<file path="src/rtl/acc_seq_pkg.sv">
package acc_seq_pkg;

  typedef enum logic [2:0] {
    ST_IDLE,
    ST_FETCH,
    ST_DECODE,
    ST_ADDR,
    ST_READ,
    ST_EXEC,
    ST_WBACK
  } seq_state_t;

  localparam logic [2:0] OP_AND  = 3'd0;
  localparam logic [2:0] OP_ADD  = 3'd1;
  localparam logic [2:0] OP_ISZ  = 3'd2;
  localparam logic [2:0] OP_DEP  = 3'd3;
  localparam logic [2:0] OP_CALL = 3'd4;
  localparam logic [2:0] OP_JUMP = 3'd5;
  localparam logic [2:0] OP_IOP  = 3'd6;
  localparam logic [2:0] OP_OPR  = 3'd7;

endpackage

</file>
<file path="src/rtl/acc_seq_fsm.sv">
module acc_seq_fsm
  import acc_seq_pkg::*;
(
  input  logic       clk,
  input  logic       rst_n,
  input  logic       start,
  input  logic [2:0] op,
  input  logic       pulse_done,
  input  logic       halt_now,
  output seq_state_t state
);

  seq_state_t nxt;
  seq_state_t done_to;

  // where an instruction goes when it finishes
  assign done_to = halt_now ? ST_IDLE : ST_FETCH;

  always_comb begin
    nxt = state;
    case (state)
      ST_IDLE:   if (start) nxt = ST_FETCH;
      ST_FETCH:  nxt = ST_DECODE;
      ST_DECODE: nxt = ST_ADDR;
      ST_ADDR: begin
        case (op)
          OP_AND, OP_ADD, OP_ISZ: nxt = ST_READ;
          OP_DEP, OP_CALL:        nxt = ST_WBACK;
          default:                nxt = ST_EXEC;
        endcase
      end
      ST_READ:   nxt = ST_EXEC;
      ST_EXEC: begin
        if (op == OP_ISZ)      nxt = ST_WBACK;
        else if (op == OP_IOP) nxt = pulse_done ? ST_FETCH : ST_EXEC;
        else                   nxt = done_to;
      end
      ST_WBACK:  nxt = ST_FETCH;
      default:   nxt = ST_IDLE;
    endcase
  end

  always_ff @(posedge clk) begin
    if (!rst_n) state <= ST_IDLE;
    else        state <= nxt;
  end

endmodule

</file>
<file path="src/rtl/acc_seq_alu.sv">
module acc_seq_alu #(
  parameter int W = 12
) (
  input  logic [W-1:0] ac,
  input  logic         link,
  input  logic [W-1:0] mword,
  output logic [W-1:0] and_res,
  output logic [W:0]   sum_res,
  output logic [W-1:0] inc_res
);

  assign and_res = ac & mword;
  assign sum_res = {link, ac} + {1'b0, mword};
  assign inc_res = mword + W'(1);

endmodule

</file>
<file path="src/rtl/acc_seq_pulse.sv">
module acc_seq_pulse #(
  parameter int NPULSE = 3,
  parameter int SELW   = 6
) (
  input  logic              clk,
  input  logic              rst_n,
  input  logic              active,
  input  logic [NPULSE-1:0] enables,
  input  logic [SELW-1:0]   sel_in,
  output logic [NPULSE-1:0] pulse,
  output logic [SELW-1:0]   sel,
  output logic              done
);

  localparam int CW = (NPULSE > 1) ? $clog2(NPULSE) : 1;

  logic [CW-1:0] slot_q;

  assign done = active && (slot_q == CW'(NPULSE - 1));
  assign sel  = active ? sel_in : '0;

  for (genvar k = 0; k < NPULSE; k++) begin : g_slot
    assign pulse[k] = active && (slot_q == CW'(k)) && enables[k];
  end

  always_ff @(posedge clk) begin
    if (!rst_n || !active) slot_q <= '0;
    else if (!done)        slot_q <= slot_q + CW'(1);
  end

endmodule

</file>
<file path="src/rtl/acc_seq_core.sv">
module acc_seq_core
  import acc_seq_pkg::*;
#(
  parameter int W = 12
) (
  input  logic         clk,
  input  logic         rst_n,
  input  logic         start,
  input  logic [W-1:0] start_addr,
  output logic [W-1:0] mem_addr,
  output logic [W-1:0] mem_wdata,
  output logic         mem_we,
  input  logic [W-1:0] mem_rdata,
  input  logic [W-1:0] ea_addr,
  output logic         opr_valid,
  input  logic [W-1:0] opr_ac_new,
  input  logic         opr_link_new,
  input  logic         opr_skip,
  input  logic         opr_halt,
  output logic [5:0]   io_sel,
  output logic [2:0]   io_pulse,
  output logic [W-1:0] ir_o,
  output logic [W-1:0] pc_o,
  output logic [W-1:0] ac_o,
  output logic         link_o,
  output logic         run_o
);

  localparam int OPW    = 3;
  localparam int NPULSE = 3;
  localparam int SELW   = W - OPW - NPULSE;

  seq_state_t     state;
  logic [W-1:0]   pc_q, ac_q, ir_q, ea_q, tmp_q;
  logic           link_q, run_q;
  logic [OPW-1:0] op;
  logic [W-1:0]   and_res, inc_res;
  logic [W:0]     sum_res;
  logic           pulse_active, pulse_done, halt_now;

  assign op           = ir_q[W-1 -: OPW];
  assign pulse_active = (state == ST_EXEC) && (op == OP_IOP);
  assign opr_valid    = (state == ST_EXEC) && (op == OP_OPR);
  assign halt_now     = opr_valid && opr_halt;

  acc_seq_fsm u_fsm (
    .clk        (clk),
    .rst_n      (rst_n),
    .start      (start),
    .op         (op),
    .pulse_done (pulse_done),
    .halt_now   (halt_now),
    .state      (state)
  );

  acc_seq_alu #(.W(W)) u_alu (
    .ac      (ac_q),
    .link    (link_q),
    .mword   (mem_rdata),
    .and_res (and_res),
    .sum_res (sum_res),
    .inc_res (inc_res)
  );

  acc_seq_pulse #(.NPULSE(NPULSE), .SELW(SELW)) u_pulse (
    .clk     (clk),
    .rst_n   (rst_n),
    .active  (pulse_active),
    .enables (ir_q[NPULSE-1:0]),
    .sel_in  (ir_q[NPULSE+SELW-1:NPULSE]),
    .pulse   (io_pulse),
    .sel     (io_sel),
    .done    (pulse_done)
  );

  // memory port
  always_comb begin
    case (state)
      ST_READ, ST_WBACK: mem_addr = ea_q;
      default:           mem_addr = pc_q;
    endcase
  end

  assign mem_we = (state == ST_WBACK);

  always_comb begin
    case (op)
      OP_ISZ:  mem_wdata = tmp_q;
      OP_CALL: mem_wdata = pc_q;
      default: mem_wdata = ac_q;
    endcase
  end

  // architectural registers
  always_ff @(posedge clk) begin
    if (!rst_n) begin
      pc_q   <= '0;
      ac_q   <= '0;
      ir_q   <= '0;
      ea_q   <= '0;
      tmp_q  <= '0;
      link_q <= 1'b0;
      run_q  <= 1'b0;
    end else begin
      case (state)
        ST_IDLE: begin
          if (start) begin
            pc_q  <= start_addr;
            run_q <= 1'b1;
          end
        end
        ST_DECODE: begin
          ir_q <= mem_rdata;
          pc_q <= pc_q + W'(1);
        end
        ST_ADDR: ea_q <= ea_addr;
        ST_EXEC: begin
          case (op)
            OP_AND:  ac_q <= and_res;
            OP_ADD:  {link_q, ac_q} <= sum_res;
            OP_ISZ:  tmp_q <= inc_res;
            OP_JUMP: pc_q <= ea_q;
            OP_OPR: begin
              ac_q   <= opr_ac_new;
              link_q <= opr_link_new;
              if (opr_skip) pc_q <= pc_q + W'(1);
              if (opr_halt) run_q <= 1'b0;
            end
            default: ;
          endcase
        end
        ST_WBACK: begin
          case (op)
            OP_ISZ:  if (tmp_q == '0) pc_q <= pc_q + W'(1);
            OP_DEP:  ac_q <= '0;
            OP_CALL: pc_q <= ea_q + W'(1);
            default: ;
          endcase
        end
        default: ;
      endcase
    end
  end

  assign ir_o   = ir_q;
  assign pc_o   = pc_q;
  assign ac_o   = ac_q;
  assign link_o = link_q;
  assign run_o  = run_q;

endmodule

</file>
<file path="config.mk">
export PLATFORM = sky130hd
export DESIGN_NAME = acc_seq_core
export DESIGN_NICKNAME = d
export VERILOG_FILES = /design/src/rtl/acc_seq_pkg.sv /design/src/rtl/acc_seq_fsm.sv /design/src/rtl/acc_seq_alu.sv /design/src/rtl/acc_seq_pulse.sv /design/src/rtl/acc_seq_core.sv
export SDC_FILE = /design/constraint.sdc
export NUM_CORES = 1
export LEC_CHECK = 0
export BUFFER_PORTS_ARGS = -buffer_cell sky130_fd_sc_hd__clkbuf_2
export CORE_UTILIZATION = 55
export CTS_BUF_LIST = sky130_fd_sc_hd__clkbuf_4 sky130_fd_sc_hd__clkbuf_8 sky130_fd_sc_hd__clkbuf_16
export DETAILED_ROUTE_END_ITERATION = 10
export PLACE_DENSITY = 0.86
export SYNTH_ARGS = -nofsm -noshare
export SYNTH_HDL_FRONTEND = slang
export SYNTH_SLANG_ARGS = --single-unit
</file>
<file path="constraint.sdc">
create_clock -name clk -period 8.35 [get_ports clk]
set_input_delay 2.505 -clock clk [delete_from_list [all_inputs] [get_ports clk]]
set_output_delay 2.505 -clock clk [all_outputs]
set_load 0.01 [all_outputs]
</file>
==> results.toml <==
[finish]
fin_nets = 830
drive_above_1_share_pct = 23.65
postLayoutCoreUtil_pct = 65.55
n_antenna_cell = 0
synthToLayoutAreaGrowth_pct = 13.44
fillers = 791

[flow_run]
cap_viol_max_count = 0

[timing]
worst_pin_slew_ps = 1048
setup_viol_count_final = 0
relSlewSlack_pct = 30.06
grt_setup_unrepaired = "false"
final_hold_viol_count = 0
fin_crit_ps = 5408
setup_tns_ps = 0
max_freq_mhz = 184.9
final.setup_skew_ps = 14.85
finalCritPeriodShare_pct = 64.77
slew_viol_final = 0

[worst_setup_path]
regToRegStartpoint = "ir_o[10]$_SDFFE_PN0P_"
crit_path_top_delay_cell = "dfxtp_1"
slowest_delay_ps = 1010
cp.arrival_ps = 2900
startpoint_type = "register"
required_ps = 5850
critPathBufInv = 1
path_class = "register to output pin"
rrSetupSlack_ps = 5410
worstReg2RegEnd = "tmp_q[0]$_SDFFE_PN0P_"
critical-path-top-delay-family = "simple AND/OR/NAND/NOR gates"
cp_max_fo = 28
ff2ff_path_depth = 4
worstPathCellList = "nand2b_1 -> nor3_2 -> and3_1 -> clkbuf_2"
end_kind = "output pin"

[route]
wl_met1_um = 6920
top_layer = "met4"
drt_iter0_drc = 639
vias_per_cell = 6.712
dr.pass1.iters = 7
detail-route-antenna-nets = 0
wl_um = 16530
routedWlPerCell_um = 19.02
num_vias = 5833
route.met2.wl_um = 7332
route.detailed.drc = 0
dr_wl_met3_um = 1941

[grt]
grt_max_degree = 47
grt_pass1_wl_um = 26120
grt_overflow = 0
grt_pass1_vias = 5140
antenna_found_initial = 0
track_usage_pct = 33.75

[power_and_ir_drop]
peakVddDrop_mv = 0.09268
p_leak_nw = 2.351
powerDensity_nw_per_um2 = 145.5

[synthesis]
ys_seq_elements = 67
syn_area_per_cell_um2 = 7.714
ys_top_cells_by_area = "dfxtp_1 26%, a21oi_1 5.5%, nand2_1 5.4%, ha_1 4.4%, o22ai_1 4.1%"
syn_nets = 739
ys_seq_area_share_pct = 26.11
synth_most_common_cell = "nand2_1"
syn_inst = 666
synth_top_area_share_pct = 26.11
synth_top_cell_by_area = "dfxtp_1"
ys_types = 87
synthTopCellsByCount = "74 x nand2_1, 67 x dfxtp_1, 56 x a21oi_1"
ys_async_sr_fraction_pct = 0
netlist_area_um2 = 5137
synth_ff_type = "dfxtp_1"
yosys_warnings = 0
synth_edf_count = 0

[cts]
cts_root_buf = "clkbuf_8"
cts_buffers = 9
postCtsHoldBufs = 0
clockBufferDepth = 2
h-tree-depth = 3
cts_sinks = 67
cts_tree = "yes"
cts_post_setup_buffers_inserted = 0
insertion_delay_ps = 360
clk_pin_slew_worst_paths_ps = 70
cts.repair.resized = 0

[floorplan]
die_w_um = 98.65
ios = 127
initial_core_util_pct = 57.78
rows = 34
dieHeight_um = 98.65
die_area_um2 = 9731
design.core.area_um2 = 8891

[placed_design]
portBuffers = 126
place_hpwl_um = 12030
gp_congestion = 0.9450

[hold_path]
holdPathStages = 2
hp-start = "ir_o[6]$_SDFFE_PN0P_"
min_to = "ir_o[6]$_SDFFE_PN0P_"
holdCritPathClass = "register to register"

[outcome]
status = "finished clean"
metrics by stage:
| step | worst slack, ps | power (mW) | instance area (µm²) | cells | hold slack, ps |
|---|---|---|---|---|---|
| final | 2942 | 0.8478 | 5828 | 869 | 491.5 |
| after global routing | 2698 | 0.8828 | 5828 | 869 | 512.4 |
| after CTS | 2997 | 0.8444 | 5828 | 869 | 487.6 |
| after detailed placement | 3384 | 0.5876 | 5645 | 854 | 477.3 |
| after global placement | 3592 | 0.5821 | 5645 | 854 | 473.5 |
| after floorplan | 3957 | 0.5148 | 5137 | 666 | 452.0 |
area by class of cell:
type                       instances  area (µm²)  area share (%)
clock buffer                      13       172.7           2.963
clock inverter                     2       10.01          0.1717
inverter                          16       60.06           1.030
multi-input combinational        534        3456           59.30
sequential                        67        1341           23.01
tap                              108       135.1           2.319
timing repair buffer             129       653.1           11.21
worst register-to-register path, delay by kind of cell, from the launching register on:
kind / cells / cell delay (ps)
flip-flops: 1 / 1010
multiplexers: 1 / 270
AND/OR/NAND/NOR: 3 / 1530
logic make-up after synthesis:
logic type	Yosys count	share of synthesized area (%)
compound gates	249	33.03
simple gates	234	23.50
flops	67	26.11
buf+inv	65	6.625
xor+xnor	20	3.410
fa+ha+maj	19	4.774
mux	12	2.557
how the worst max path moves through the flow:
stage,from,endpoint,slack (ps),cells past startpoint
after floorplan,mem_rdata[0],ac_o[10]$_SDFFE_PN0P_,3960,7
after global placement,ir_o[10]$_SDFFE_PN0P_,io_pulse[0],3590,4
after detailed placement,ir_o[10]$_SDFFE_PN0P_,io_pulse[0],3380,4
after CTS,ir_o[10]$_SDFFE_PN0P_,io_pulse[0],3000,4
after global routing,ir_o[10]$_SDFFE_PN0P_,io_pulse[1],2700,4
final,ir_o[10]$_SDFFE_PN0P_,io_pulse[0],2940,4
routing by layer:
layer | vias to the layer above | track usage [%]
met1 | 2715 | 47.40
met3 | 40 | 6.809
met2 | 371 | 51.90
met5 | - | 0
li1 | 2707 | -
met4 | 0 | 10.91
report_power, final:
part	internal, mW	leakage (nW)	switching [mW]
Clock	0.133	0.0987	0.129
Sequential	0.336	0.544	0.0340
Combinational	0.0878	1.71	0.128
Total	0.557	2.35	0.291
sequential cells by signal, indices dropped and copies added, names as in the netlist:
register,flops
tmp_q,12
ea_q,12
ir_o,12
u_pulse.slot_q,2
link_o,1
u_fsm.state,3
ac_o,12
pc_o,12
run_o,1
cell usage in the layout (no fill, tap or decap), types with 9 or more instances in the layout:
cell and instances:
clkbuf_2 126, nand2_1 74, dfxtp_1 67, a21oi_1 56, nor2_1 46, o22ai_1 34
o21ai_0 31, nand3_1 27, ha_1 18, inv_1 16, a211oi_1 15, a31oi_1 14
and2_1 13, o22a_1 12, clkbuf_8 12, and3_1 11, xor2_1 11, mux2_2 9
nand4_1 9, xnor2_1 9, o211ai_1 9
Power figures use the tool's default switching activity.
